**src/rtl/invsel_pkg.sv**
```systemverilog
`timescale 1ns/1ps
package invsel_pkg;

  // strobes from decision logic to datapath
  typedef struct packed {
    logic load;
    logic invOdd;
    logic invEven;
  } strobe_t;

  // coupling weight of one neighbouring pair: prev bits y, new bits x
  function automatic logic [1:0] pairCost(input logic y0, input logic y1,
                                          input logic x0, input logic x1);
    logic s0, s1;
    s0 = y0 ^ x0;
    s1 = y1 ^ x1;
    if (s0 != s1) return 2'd1;
    if (s0 && s1 && (x0 != x1)) return 2'd2;
    return 2'd0;
  endfunction

endpackage

```
**src/rtl/onesCounter.sv**
```systemverilog
`timescale 1ns/1ps
module onesCounter #(
  parameter int N  = 14,
  parameter int CW = 4
) (
  input  logic [N-1:0]  bits,
  output logic [CW-1:0] count
);
  always_comb begin
    count = '0;
    for (int i = 0; i < N; i++) count = count + CW'(bits[i]);
  end
endmodule

```
**src/rtl/invDatapath.sv**
```systemverilog
`timescale 1ns/1ps
module invDatapath
  import invsel_pkg::*;
#(
  parameter int W = 16,
  localparam int PAY = W - 1,
  localparam int M = W - 2,
  localparam int CW = $clog2(M + 1)
) (
  input  logic           clk,
  input  logic           rstN,
  input  logic [PAY-1:0] payload,
  input  strobe_t        strobe,
  output logic [CW-1:0]  tyCnt,
  output logic [CW-1:0]  teCnt,
  output logic [CW-1:0]  t2Cnt,
  output logic [CW-1:0]  t4Cnt,
  output logic [W-1:0]   linkWord,
  output logic [1:0]     mode
);

  function automatic logic [PAY-1:0] lineMask(input bit oddLines);
    logic [PAY-1:0] m;
    for (int j = 0; j < PAY; j++) m[j] = ((j % 2) == 1) == oddLines;
    return m;
  endfunction

  localparam logic [PAY-1:0] OddMask  = lineMask(1'b1);
  localparam logic [PAY-1:0] EvenMask = lineMask(1'b0);

  logic [PAY-1:0] prevPay;
  logic [M-1:0]   tyBits, teBits, t2Bits, t4Bits;
  logic [PAY-1:0] nextPay;

  assign prevPay = linkWord[PAY-1:0];

  // first stage: per-pair detectors
  for (genvar i = 0; i < M; i++) begin : g_pair
    localparam bit LoIsOdd = (i % 2) == 1;
    logic y0, y1, x0, x1;
    logic [1:0] cNone, cOdd, cEven;
    assign y0 = prevPay[i];
    assign y1 = prevPay[i+1];
    assign x0 = payload[i];
    assign x1 = payload[i+1];
    assign cNone = pairCost(y0, y1, x0, x1);
    if (LoIsOdd) begin : g_lo_odd
      assign cOdd  = pairCost(y0, y1, ~x0, x1);
      assign cEven = pairCost(y0, y1, x0, ~x1);
    end else begin : g_lo_even
      assign cOdd  = pairCost(y0, y1, x0, ~x1);
      assign cEven = pairCost(y0, y1, ~x0, x1);
    end
    assign tyBits[i] = cOdd < cNone;
    assign teBits[i] = cEven < cNone;
    assign t2Bits[i] = cNone == 2'd2;
    assign t4Bits[i] = !(x0 ^ y0) && !(x1 ^ y1) && (y0 != y1);
  end

  // second stage: population counts
  onesCounter #(.N(M), .CW(CW)) u_cntTy (.bits(tyBits), .count(tyCnt));
  onesCounter #(.N(M), .CW(CW)) u_cntTe (.bits(teBits), .count(teCnt));
  onesCounter #(.N(M), .CW(CW)) u_cntT2 (.bits(t2Bits), .count(t2Cnt));
  onesCounter #(.N(M), .CW(CW)) u_cntT4 (.bits(t4Bits), .count(t4Cnt));

  assign nextPay = payload ^ (strobe.invOdd ? OddMask : '0)
                           ^ (strobe.invEven ? EvenMask : '0);

  always_ff @(posedge clk) begin
    if (!rstN) begin
      linkWord <= '0;
      mode     <= 2'b00;
    end else if (strobe.load) begin
      linkWord <= {strobe.invOdd | strobe.invEven, nextPay};
      mode     <= {strobe.invOdd, strobe.invEven};
    end
  end

endmodule

```
**src/rtl/invControl.sv**
```systemverilog
`timescale 1ns/1ps
module invControl
  import invsel_pkg::*;
#(
  parameter int W = 16,
  localparam int M = W - 2,
  localparam int CW = $clog2(M + 1)
) (
  input  logic          flitValid,
  input  logic [CW-1:0] tyCnt,
  input  logic [CW-1:0] teCnt,
  input  logic [CW-1:0] t2Cnt,
  input  logic [CW-1:0] t4Cnt,
  output strobe_t       strobe
);

  int  ty, te, dd;
  logic fullC, oddC, evenC;

  always_comb begin
    ty = int'(tyCnt);
    te = int'(teCnt);
    dd = int'(t2Cnt) - int'(t4Cnt);
    fullC = (2*dd > 2*ty - M) && (dd > 0) && (2*dd > 2*te - M);
    oddC  = (2*dd < 2*ty - M) && (2*ty > M) && (te < ty);
    evenC = (2*te > M) && (te > ty) && (2*dd < 2*te - M);
  end

  always_comb begin
    strobe.load = flitValid;
    if (fullC) begin
      strobe.invOdd = 1'b1; strobe.invEven = 1'b1;
    end else if (oddC) begin
      strobe.invOdd = 1'b1; strobe.invEven = 1'b0;
    end else if (evenC) begin
      strobe.invOdd = 1'b0; strobe.invEven = 1'b1;
    end else begin
      strobe.invOdd = 1'b0; strobe.invEven = 1'b0;
    end
  end

endmodule

```
**src/rtl/invSelEncoder.sv**
```systemverilog
`timescale 1ns/1ps
module invSelEncoder
  import invsel_pkg::*;
#(
  parameter int W = 16
) (
  input  logic         clk,
  input  logic         rstN,
  input  logic         flitValid,
  input  logic [W-2:0] payload,
  output logic [W-1:0] linkWord,
  output logic [1:0]   mode
);
  localparam int CW = $clog2(W - 1);

  strobe_t       strobe;
  logic [CW-1:0] tyCnt, teCnt, t2Cnt, t4Cnt;

  invDatapath #(.W(W)) u_dp (
    .clk(clk), .rstN(rstN), .payload(payload), .strobe(strobe),
    .tyCnt(tyCnt), .teCnt(teCnt), .t2Cnt(t2Cnt), .t4Cnt(t4Cnt),
    .linkWord(linkWord), .mode(mode)
  );

  invControl #(.W(W)) u_ctl (
    .flitValid(flitValid), .tyCnt(tyCnt), .teCnt(teCnt),
    .t2Cnt(t2Cnt), .t4Cnt(t4Cnt), .strobe(strobe)
  );
endmodule

```
**config.mk**
```make
export PLATFORM = sky130hd
export DESIGN_NAME = invSelEncoder
export DESIGN_NICKNAME = d
export VERILOG_FILES = /design/src/rtl/invsel_pkg.sv /design/src/rtl/onesCounter.sv /design/src/rtl/invDatapath.sv /design/src/rtl/invControl.sv /design/src/rtl/invSelEncoder.sv
export SDC_FILE = /design/constraint.sdc
export NUM_CORES = 1
export LEC_CHECK = 0
export ABC_AREA = 1
export ABC_CLOCK_PERIOD_IN_PS = 22200
export CAP_MARGIN = 0
export CORE_MARGIN = 2
export CORE_UTILIZATION = 67
export CTS_CLUSTER_SIZE = 40
export DETAILED_ROUTE_END_ITERATION = 8
export HOLD_SLACK_MARGIN = 0.1
export PLACE_DENSITY = 0.9
export SKIP_CTS_REPAIR_TIMING = 1
export SYNTH_ARGS = -nofsm -noshare
export SYNTH_HDL_FRONTEND = slang
export SYNTH_SLANG_ARGS = --single-unit
```
**constraint.sdc**
```tcl
create_clock -name clk -period 22.2 [get_ports clk]
set_clock_uncertainty 0.05 [all_clocks]
set_input_delay 4.44 -clock clk [delete_from_list [all_inputs] [get_ports clk]]
set_output_delay 4.44 -clock clk [all_outputs]
set_load 0.05 [all_outputs]
```
# Word-level counts from Yosys, hierarchy flattened
# Index checks and enable logic that the tools add are counted.
# totals
reg_bits	18
input_bits	18
output_inout_bits	18
elab_cells	686
# op_classes
addsub	55
order_cmp	37
n_eq_ne	112
n_mux	299
bitwise	48
reduce_logical	133
# op_table
cell	n
2-to-1 mux 2 bit	170
adder 4 x 1 -> 4 bit	40
2-to-1 mux 1 bit	127
logical AND 1 bit	118
inequality test 1 bit	98
< comparator 2 bit	28
bitwise XOR 1 bit	30
bitwise XOR 15 bit	2
equality test 2 bit (second input constant)	14
adder 3 x 1 -> 4 bit	4
logical NOT 1 bit	15
2-to-1 mux 15 bit	1
inverter 1 bit	15
2-to-1 mux 14 bit	1
adder 2 x 1 -> 3 bit	4
greater-than comparator 6 bit	2
< comparator 6 bit	2
subtractor 5 x 4 -> 6 bit (second input constant)	2
greater-than comparator 5 x 4 -> 1 bit (second input constant)	2
adder 1 x 1 -> 2 bit	4
greater-than comparator 5 x 1 -> 1 bit (second input constant)	1
subtractor 4 x 4 -> 5 bit	1
greater-than comparator 4 bit	1
< comparator 4 bit	1
OR 1 bit	1

# Logic depth before layout (Yosys ltp)
# Gate-level depths: netlist of the first run.
# logic_depth
word_depth	31
mapped_depth	37
depth_no_buf	36

# By module
# A second synthesis of the first run with hierarchy kept.
# hier_totals
hier_cells	830
hier_area_um2	5700.5
# modules_own_cells
mod	instances	cells_per_inst	area_per_inst_um2
invDatapath	1	542	3585.9
onesCounter (u_dp.u_cntT4 ...)	3	44	357.8
invControl	1	119	709.4
onesCounter (u_dp.u_cntT2)	1	37	331.6

# Least setup slack after synthesis of the first run
# No wires, ideal clock.
# synth_path
path_kind	input-to-reg
startpoint	input payload[3]
endpoint	register u_dp.linkWord[2]
setup_ns	0.109
arrival_time_ns	10.955
t_required_ns	22.041
path_slack_ns	11.086
stages	36
path_buffers	2
path_cell_list	clkbuf_1 -> xor2_1 -> ha_1 -> inv_1 -> nand3_1 -> fa_1 -> fa_1 -> inv_1 -> fa_1 -> fa_1 -> inv_1 -> fa_1 -> fa_1 -> inv_1 -> ha_1 -> inv_1 -> fa_1 -> nand3b_1 -> nand2_1 -> nand2_1 -> nand2_1 -> inv_1 -> ha_1 -> nand2_2 -> inv_1 -> nand2_1 -> nand3_1 -> nand2_1 -> nand2_2 -> nor2_4 -> nand2_8 -> buf_8 -> nand3_2 -> nand3_1 -> nand2_1 -> inv_1
# synth_between
elab_chain_cells	29
word_cells_on_any_way	145
classes_between	add/sub: 51; order compare: 13; eq/ne: 14; mux: 40; bitwise: 4; reduce/logical: 23
# synth_rtl
element	line	rtl
start, declared	invSelEncoder.sv:10	input logic [W-2:0] payload,
inverter 1 bit	invDatapath.sv:48, invDatapath.sv:51	
bitwise XOR 1 bit	invsel_pkg.sv:15, invsel_pkg.sv:16	
logical AND 1 bit (2 in series)	invsel_pkg.sv:18	if (s0 && s1 && (x0 != x1)) return 2'd2;
2-to-1 mux 1 bit (2 in series)	invsel_pkg.sv:18	
2-to-1 mux 2 bit	invsel_pkg.sv:19	return 2'd0;
2-to-1 mux 2 bit	invsel_pkg.sv:18	
< comparator 2 bit	invDatapath.sv:54	assign tyBits[i] = cOdd < cNone;
adder 2 x 1 -> 3 bit	onesCounter.sv:11	for (int i = 0; i < N; i++) count = count + CW'(bits[i]);
[... 11 more ...]	--	
subtractor 5 x 4 -> 6 bit or greater-than comparator 4 bit (tied branches)	invControl.sv:24, invControl.sv:25, invControl.sv:26	
< comparator 6 bit or logical AND 1 bit (tied branches)	invControl.sv:25, invControl.sv:26	
logical AND 1 bit (on tied branches)	invControl.sv:25, invControl.sv:26	
logical AND 1 bit or 2-to-1 mux 1 bit (tied branches)	invControl.sv:25, invControl.sv:35	
2-to-1 mux 2 bit	invControl.sv:33	end else if (oddC) begin
2-to-1 mux 2 bit (*)	invControl.sv:31	if (fullC) begin
2-to-1 mux 15 bit (*)	invDatapath.sv:67	^ (strobe.invEven ? EvenMask : '0);
bitwise XOR 15 bit (*)	invDatapath.sv:67	
end signal, assigned	invDatapath.sv:74	linkWord <= {strobe.invOdd | strobe.invEven, nextPay};
end, declared	invDatapath.sv:18	output logic [W-1:0] linkWord,
# Every way passes the cells marked *; elsewhere a longest branch is shown, timed or not. The select of a mux whose other input is x is not followed.
# A chain may end at the register's enable or synchronous reset.

# Worst setup path in the final report of the first run
# layout_path
startpoint	input payload[4]
endpoint	register u_dp.linkWord[7]
# layout_between
elab_chain_cells	28
word_cells_on_any_way	136
classes_between	add/sub: 47; order compare: 10; eq/ne: 14; mux: 39; bitwise: 5; reduce/logical: 21
# layout_rtl
element	line	rtl
bitwise XOR 1 bit	invsel_pkg.sv:15, invsel_pkg.sv:16, invDatapath.sv:57	
logical AND 1 bit (2 in series)	invsel_pkg.sv:18	
2-to-1 mux 1 bit (2 in series)	invsel_pkg.sv:18	
2-to-1 mux 2 bit	invsel_pkg.sv:19	
2-to-1 mux 2 bit	invsel_pkg.sv:18	
< comparator 2 bit or equality test 2 bit (tied branches)	invDatapath.sv:54, invDatapath.sv:56	
adder 3 x 1 -> 4 bit	onesCounter.sv:11	
adder 4 x 1 -> 4 bit (10 in series)	onesCounter.sv:11	
subtractor 5 x 4 -> 6 bit or subtractor 4 x 4 -> 5 bit (tied branches)	invControl.sv:24, invControl.sv:25, invControl.sv:23	
< comparator 6 bit	invControl.sv:25	oddC = (2*dd < 2*ty - M) && (2*ty > M) && (te < ty);
logical AND 1 bit (2 in series)	invControl.sv:25	
2-to-1 mux 2 bit	invControl.sv:33	
2-to-1 mux 2 bit (*)	invControl.sv:31	
2-to-1 mux 14 bit (*)	invDatapath.sv:66	assign nextPay = payload ^ (strobe.invOdd ? OddMask : '0)
bitwise XOR 15 bit (*)	invDatapath.sv:66	
bitwise XOR 15 bit (*)	invDatapath.sv:67	
# Marked as above.

==> results by group, run 1 <==
Status
  – Status: completed

Synthesis
  – Syn_nets: 886
  – Seq/Total Area, Yosys: 6.90%
  – Synth area leader: ha_1
  – Synth warn: 0
  – FF+latch count, synth: 18
  – Post-Synthesis Cells: 716
  – Ranking of synthesized cells by area: ha_1 27%, fa_1 15%, inv_1 13%
  – Top-area cell type share of the netlist area: 27.3%
  – Syn Area/Cell: 7.29 µm²
  – Synth unique cells: 32
  – Netlist Area Pre-Place: 5220 µm²

GRT
  – Vias in the first global route: 4782
  – Global-route wire length before repair: 21500 µm
  – GR Overflow Total: 0
  – Tot GR Track Use: 31.3%
  – Antenna violations before repair: 0
  – Pin count of the biggest net entering global routing: 20

Layout
  – Multi-input logic area: 4110 µm²
  – Layout cells sized above 1: 4.48%
  – Commonest non-fill, non-tap cells in the layout: 176 x inv_1, 122 x nand2_1, 114 x ha_1
  – Fin nets: 908
  – Antenna cell count: 0
  – Fillers: 537
  – Layout area overhead: 8.61%
  – FF/Latch Area: 360 µm²
  – Final core utilization: 74.1%
  – Commonest non-fill, non-tap cell in the layout: inv_1

Floorplan
  – Die width: 92.3 µm
  – Initial core utilization: 68.3%
  – Core area: 7650 µm²
  – IO Pins: 36
  – Site Rows: 32
  – Area of the die: 8510 µm²
  – Die H: 92.3 µm

Route
  – Wire length per cell: 15.0 µm
  – DRC Markers: 0
  – Final WL: 12600 µm
  – Antenna-violating nets left: 0
  – Detailed Route Iter0 Violations: 287
  – 1st-pass router iterations: 6
  – Vias: 4627
  – Vias per cell: 5.51

Critical path
  – WP data required: 22320 ps
  – Critical Path Start Type: input pin
  – Critical Path Sink Type: flop
  – CP dominant cell by count: inv_1
  – Critical path fanouts, max: 9
  – WP depth: 36
  – CP Class: input pin to flop
  – Slowest-stage cell, CP: clkdlybuf4s50_1
  – Register-to-register setup slack: 14560 ps
  – Crit path buf inv count: 10
  – Critical Path Max Stage Delay: 610 ps
  – Critical Path AT: 12210 ps
  – Reg2reg path depth: 34
  – CP delay by family, top: adder cells

Clocking
  – CTS sink cnt: 18
  – Worst-skew pair later-pin latency: 260 ps
  – Clk buf depth: 2
  – CTS tree: yes
  – Total CTS buffers: 3
  – Root buffer cell: clkbuf_8
  – H-tree levels: 1
  – CTS clock-pin slew for the worst setup and hold paths: 70 ps

STA
  – Final slew viol count: 0
  – Final period util: 54.5%
  – RSZ-0062 raised after global routing: no
  – Post-route setup TNS: 0 ps
  – Hold WS: 428 ps
  – Relative slew slack: 51.0%
  – FMAX: 0.0827 GHz
  – Final Hold Fails: 0
  – Final min period: 12090 ps
  – Count of final setup violators: 0
  – Worst Tran Pin Value: 733 ps
  – Final worst slack: 10110 ps

Job
  – Max Cap Violations: 0

Worst hold path
  – Hold path depth: 2
  – HP Class: flop to flop

Placement
  – Worst slack, placed: 9950 ps
  – Placer Congestion: 0.938
  – Port-buffer cells: 35
  – Final HPWL DP: 10900 µm
## stage by stage
stage               instances  instance area, µm²
global route              839                5670
CTS                       839                5670
detailed placement        835                5610
floorplan                 716                5220
global placement          835                5610
finish                    839                5670
## cell type report
class / count / share of cell area (%)
Clock buffer: 4 / 0.971
Timing Repair Buffer: 35 / 6.18
Inverter: 178 / 11.8
Tap cell: 102 / 2.25
Sequential cell: 18 / 6.36
Multi-Input combinational cell: 502 / 72.5
## sequential cells by signal (all words and copies together) (netlist names)
name and flops:
u_dp.mode 2, u_dp.linkWord 16
## per-layer routing
layer  part of all wire, %  track usage, %  up-vias  wire length, µm
met5                     0               0        -                0
met4                   3.1            10.9        0              386
met3                   6.1            3.70       29              767
met2                    47            54.5      163             5980
met1                    43            40.0     2156             5470
li1                      -               -     2279                -
## cell families after synthesis
| kind of cell | count (synthesis) | synth area share, % |
|---|---|---|
| AOI/OAI and AO/OA | 65 | 6.54 |
| xor gates and xnor gates | 38 | 6.38 |
| adders and majority gates | 152 | 41.9 |
| buffers and inverters | 196 | 14.4 |
| DFF | 18 | 6.90 |
| and+or+nand+nor | 247 | 23.9 |
## Yosys cell counts
library cell / instances
nand3_2: 10
dfxtp_1: 18
fa_1: 38
or2_2: 2
nand2_4: 1
a21oi_1: 35
nor3_1: 1
o21ai_0: 26
nor2_2: 2
o21bai_1: 1
nand3_4: 1
buf_8: 1
buf_2: 1
nor3b_1: 19
nor2_4: 3
nand4_1: 2
xnor2_1: 8
nor2_1: 13
buf_4: 1
nand3b_1: 5
inv_1: 176
a21oi_2: 1
clkbuf_1: 15
nand2_1: 122
clkinv_1: 2
xor2_1: 30
nand3_1: 58
nand2_2: 7
a31oi_2: 1
nand2_8: 1
o21a_1: 1
ha_1: 114
## worst paths after layout
| kind | start | endpoint |
|---|---|---|
| setup reg to reg | u_dp.linkWord[3] | u_dp.linkWord[7] |
| setup / recovery | payload[4] | u_dp.linkWord[7] |
| hold / removal | u_dp.mode[0] | u_dp.mode[0] |
| hold reg to reg | u_dp.mode[0] | u_dp.mode[0] |
## tightest hold or removal path, stage by stage (launching register included)
cell and delay [ps]:
dfxtp_1 320, nand2_1 60, a21oi_1 60
Power of run 1 is left out: the tool's default activity adds up to more than one toggle a clock period on the data nets, which glitch-free logic cannot reach.
==> inputs of run 2 (changes only) <==
Settings changed: ABC_CLOCK_PERIOD_IN_PS 22200 to 11500, CORE_UTILIZATION 67 to 62, PLACE_DENSITY 0.9 to 0.84.
Clock period 22.2 ns to 11.5 ns, I/O delays scaled along.
==> results by group, run 2 (synthesis gave the netlist of run 1 again) <==
STA
  – Final slew viol count: 0 (unchanged)
  – Relative slew slack: 50.6% (was 51.0%)
  – Worst Tran Pin Value: 739 ps (was 733 ps)
  – FMAX: 0.102 GHz
  – RSZ-0062 raised after global routing: no (unchanged)
  – Final period util: 85.4%
  – Post-route setup TNS: 0 ps (unchanged)
  – Final Hold Fails: 0 (unchanged)
  – Count of final setup violators: 0 (unchanged)
  – Final min period: 9820 ps

Critical path
  – WP data required: 11610 ps (was 22320 ps)
  – Critical Path Max Stage Delay: 680 ps (was 610 ps)
  – Crit path launch: payload[3] (was payload[4])
  – Critical Path Start Type: input pin (unchanged)
  – Slowest-stage cell, CP: clkdlybuf4s50_1 (unchanged)
  – Worst R2R End: u_dp.linkWord[9] (was u_dp.linkWord[7])
  – Critical Path AT: 9930 ps (was 12210 ps)
  – Register-to-register setup slack: 3970 ps (was 14560 ps)
  – Critical R2R Launch: u_dp.linkWord[7] (was u_dp.linkWord[3])
  – Critical path fanouts, max: 9 (unchanged)
  – Critical Path Sink Type: flop (unchanged)
  – CP Class: input pin to flop (unchanged)
  – Reg2reg path depth: 34 (unchanged)

GRT
  – GR Overflow Total: 0 (unchanged)
  – Global-route wire length before repair: 20800 µm (was 21500 µm)
  – Antenna violations before repair: 0 (unchanged)
  – Pin count of the biggest net entering global routing: 20 (unchanged)
  – Tot GR Track Use: 28.7% (was 31.3%)
  – Vias in the first global route: 4512 (was 4782)

Layout
  – Fillers: 667 (was 537)
  – Final core utilization: 69.4% (was 74.1%)
  – Antenna cell count: 0 (unchanged)
  – Most flops, register: u_dp.linkWord (unchanged)
  – Layout area overhead: 8.68% (was 8.61%)
  – Max reg flops: 16 (unchanged)
  – Layout cells sized above 1: 4.48% (unchanged)
  – Largest regs: u_dp.linkWord: 16 flops, u_dp.mode: 2 flops (unchanged)
  – Commonest non-fill, non-tap cell in the layout: inv_1 (unchanged)
  – Fin nets: 908 (unchanged)
  – Commonest non-fill, non-tap cells in the layout: 176 x inv_1, 122 x nand2_1, 114 x ha_1 (unchanged)

Route
  – 1st-pass router iterations: 5 (was 6)
  – DRC Markers: 0 (unchanged)
  – Detailed Route Iter0 Violations: 239 (was 287)
  – Antenna-violating nets left: 0 (unchanged)
  – Final WL: 12300 µm (was 12600 µm)
  – Vias: 4556 (was 4627)
  – Wire length per cell: 14.6 µm (was 15.0 µm)
  – Vias per cell: 5.41 (was 5.51)

Status
  – Status: completed (unchanged)

Placement
  – Final HPWL DP: 10600 µm (was 10900 µm)
  – Placer Congestion: 0.940 (was 0.938)
  – Port-buffer cells: 35 (unchanged)

Clocking
  – H-tree levels: 1 (unchanged)
  – Clk buf depth: 2 (unchanged)
  – Root buffer cell: clkbuf_8 (unchanged)
  – CTS clock-pin slew for the worst setup and hold paths: 70 ps (about the same)
  – Worst-skew pair later-pin latency: 250 ps (was 260 ps)
  – CTS sink cnt: 18 (unchanged)
  – Total CTS buffers: 3 (unchanged)
  – CTS tree: yes (unchanged)

Floorplan
  – Initial core utilization: 63.9% (was 68.3%)
  – IO Pins: 36 (unchanged)
  – Core area: 8180 µm² (was 7650 µm²)
  – Die width: 95.8 µm (was 92.3 µm)
  – Die H: 95.8 µm (was 92.3 µm)
  – Area of the die: 9170 µm² (was 8510 µm²)
  – Site Rows: 33 (was 32)

Worst hold path
  – Hold Crit Start: u_dp.mode[0] (unchanged)
  – WHS Endpoint: u_dp.mode[0] (unchanged)
  – Hold path depth: 2 (unchanged)
  – HP Class: flop to flop (unchanged)

Job
  – Max Cap Violations: 0 (unchanged)
run 2: cell counts in the layout (fill, tap and decap cells not counted):
Identical to the previous run, type by type.
run 2: area by class of cell:
cell class,count,area (µm²),share of cell area (%)
Tap cell,105,131,2.32
Clock buffer,4,55.1,0.970
Sequential cell,18,360,6.35
Inverter,178,668,11.8
Timing Repair Buffer,35,350,6.18
Multi-Input combinational cell,502,4110,72.4
run 2: worst max path at each step:
stage,endpoint,slack [ps]
6_report,u_dp.linkWord[9],1680
5_1_grt,u_dp.linkWord[3],1180
4_1_cts,u_dp.mode[1],1650
3_5_place_dp,u_dp.linkWord[9],1420
3_3_place_gp,u_dp.linkWord[5],1600
2_1_floorplan,u_dp.linkWord[2],2530
run 2: per-stage QoR:
step | cells | cell area [µm²] | hold WS [ps] | setup WS (ps)
final | 842 | 5670 | 423 | 1680
after global placement | 838 | 5620 | 406 | 1600
after floorplan | 716 | 5220 | 640 | 2530
after CTS | 842 | 5670 | 428 | 1650
after detailed placement | 838 | 5620 | 410 | 1420
after global routing | 842 | 5670 | 451 | 1180
run 2: layer usage:
metal	up-vias	global-route usage (%)	part of all wire (%)
met3	6	2.51	5.6
met1	2158	39.0	44
met5	-	0	0
li1	2273	-	-
met4	0	2.62	0.46
met2	119	51.5	50
run 2: worst max-delay path: cells and delay by family:
| kind | cells | cell delay (ps) |
|---|---|---|
| buf+inv | 9 | 1160 |
| simple gates | 15 | 1650 |
| xor+xnor | 1 | 500 |
| fa+ha+maj | 10 | 4290 |
Power of run 2 is left out for the same reason.
==> inputs of run 3 (changes only) <==
Settings changed: ABC_CLOCK_PERIOD_IN_PS 11500 to 10000.
Clock period 11.5 ns to 10 ns, I/O delays scaled along.
==> results by group, run 3 (synthesis gave the netlist of run 1 again) <==
Status
  – Status: completed (unchanged)

Critical path
  – Critical Path Sink Type: flop (unchanged)
  – Register-to-register setup slack: 2330 ps (was 3970 ps)
  – Critical Path Max Stage Delay: 630 ps (was 680 ps)
  – Slowest-stage cell, CP: clkdlybuf4s50_1 (unchanged)
  – Worst R2R End: u_dp.linkWord[4] (was u_dp.linkWord[9])
  – Critical R2R Launch: u_dp.linkWord[4] (was u_dp.linkWord[7])
  – Critical Path Start Type: input pin (unchanged)
  – Critical path fanouts, max: 18 (was 9)
  – Critical Path AT: 9850 ps (was 9930 ps)
  – WP data required: 10160 ps (was 11610 ps)
  – Reg2reg path depth: 34 (unchanged)
  – CP Class: input pin to flop (unchanged)
  – CP dominant cell by count: inv_1

Placement
  – Placed cells: 848 (was 838)
  – Worst slack, placed: 173 ps (was 1420 ps)
  – Port-buffer cells: 35 (unchanged)
  – Final HPWL DP: 11000 µm (was 10600 µm)
  – Placer Congestion: 0.922 (was 0.940)

STA
  – Final Hold Fails: 0 (unchanged)
  – Relative slew slack: 53.8% (was 50.6%)
  – Final slew viol count: 0 (unchanged)
  – Final worst slack: 308 ps (was 1680 ps)
  – Final period util: 96.9%
  – Worst Tran Pin Value: 690 ps (was 739 ps)
  – FMAX: 0.103 GHz
  – Post-route setup TNS: 0 ps (unchanged)
  – RSZ-0062 raised after global routing: no (unchanged)
  – Final min period: 9690 ps
  – Count of final setup violators: 0 (unchanged)

Floorplan
  – Core area: 8180 µm² (unchanged)
  – Die width: 95.8 µm (unchanged)
  – Initial core utilization: 63.9% (unchanged)
  – Site Rows: 33 (unchanged)
  – Die H: 95.8 µm (unchanged)
  – Area of the die: 9170 µm² (unchanged)
  – IO Pins: 36 (unchanged)

Clocking
  – CTS clock-pin slew for the worst setup and hold paths: 70 ps (about the same)
  – H-tree levels: 1 (unchanged)
  – Total CTS buffers: 3 (unchanged)
  – CTS sink cnt: 18 (unchanged)
  – Worst-skew pair later-pin latency: 260 ps (was 250 ps)
  – Root buffer cell: clkbuf_8 (unchanged)
  – CTS tree: yes (unchanged)
  – Clk buf depth: 2 (unchanged)

Route
  – Vias per cell: 5.48 (was 5.41)
  – Antenna-violating nets left: 0 (unchanged)
  – Detailed Route Iter0 Violations: 202 (was 239)
  – 1st-pass router iterations: 4 (was 5)
  – DRC Markers: 0 (unchanged)
  – Wire length per cell: 14.8 µm (was 14.6 µm)
  – Final WL: 12600 µm (was 12300 µm)
  – Vias: 4665 (was 4556)

Layout
  – Fin nets: 918 (was 908)
  – Fillers: 672 (was 667)
  – Commonest non-fill, non-tap cell in the layout: inv_1 (unchanged)
  – Most flops, register: u_dp.linkWord (unchanged)
  – Commonest non-fill, non-tap cells in the layout: 176 x inv_1, 122 x nand2_1, 114 x ha_1 (unchanged)
  – Layout cells sized above 1: 5.63% (was 4.48%)
  – Max reg flops: 16 (unchanged)
  – FF/Latch Area: 360 µm² (unchanged)
  – Multi-input logic area: 4110 µm² (unchanged)
  – Largest regs: u_dp.linkWord: 16 flops, u_dp.mode: 2 flops (unchanged)
  – Post-route insts no fill: 851 (was 842)
  – Antenna cell count: 0 (unchanged)
  – Layout area overhead: 9.85% (was 8.68%)

GRT
  – GR Overflow Total: 0 (unchanged)
  – Vias in the first global route: 4563 (was 4512)
  – Antenna violations before repair: 0 (unchanged)
  – Global-route wire length before repair: 20900 µm (was 20800 µm)
  – Tot GR Track Use: 29.1% (was 28.7%)
  – Pin count of the biggest net entering global routing: 20 (unchanged)

Worst hold path
  – WHS Endpoint: u_dp.mode[0] (unchanged)
  – Hold Crit Start: u_dp.mode[0] (unchanged)
  – Hold path depth: 2 (unchanged)
  – HP Class: flop to flop (unchanged)

Job
  – Max Cap Violations: 0 (unchanged)
==> run 3: layout make-up <==
cell class              count  area share, %
repair buffers             45           7.42
flip-flops and latches     18           6.28
inverters                 178           11.7
multi-input cells         502           71.6
clock buffers               3          0.720
well taps                 105           2.29
==> run 3: critical path: cells and delay by family <==
kind	cells	cell delay (ps)
adders and majority gates	10	4320
and+or+nand+nor	14	1600
AOI/OAI and AO/OA	1	220
xor gates and xnor gates	1	420
buffers and inverters	9	1270
==> run 3: how the worst max path moves through the flow <==
stage	depth (start not counted)	slack, ps	from	endpoint
floorplan	36	1330	payload[3]	u_dp.linkWord[2]
global placement	35	480	payload[4]	u_dp.linkWord[5]
detailed placement	37	170	payload[4]	u_dp.linkWord[3]
CTS	37	400	payload[4]	u_dp.linkWord[4]
global route	35	30	payload[4]	u_dp.linkWord[9]
finish	35	310	payload[4]	u_dp.linkWord[4]
==> run 3: routing by layer <==
| metal | vias up | share of wire, % | global-route usage [%] |
|---|---|---|---|
| met1 | 2204 | 44 | 38.1 |
| met4 | 0 | 3.4 | 10.8 |
| li1 | 2295 | - | - |
| met3 | 34 | 4.5 | 2.43 |
| met5 | - | 0 | 0 |
| met2 | 132 | 48 | 50.1 |
==> run 3: through the flow <==
stage               util (%)  hold slack [ps]  instance area [µm²]
floorplan                  -              640                 5220
global placement        69.6              407                 5690
detailed placement      69.6              409                 5690
CTS                     70.1              421                 5730
global route            70.1              441                 5730
finish                  70.1              419                 5730
Power of run 3 is left out for the same reason.
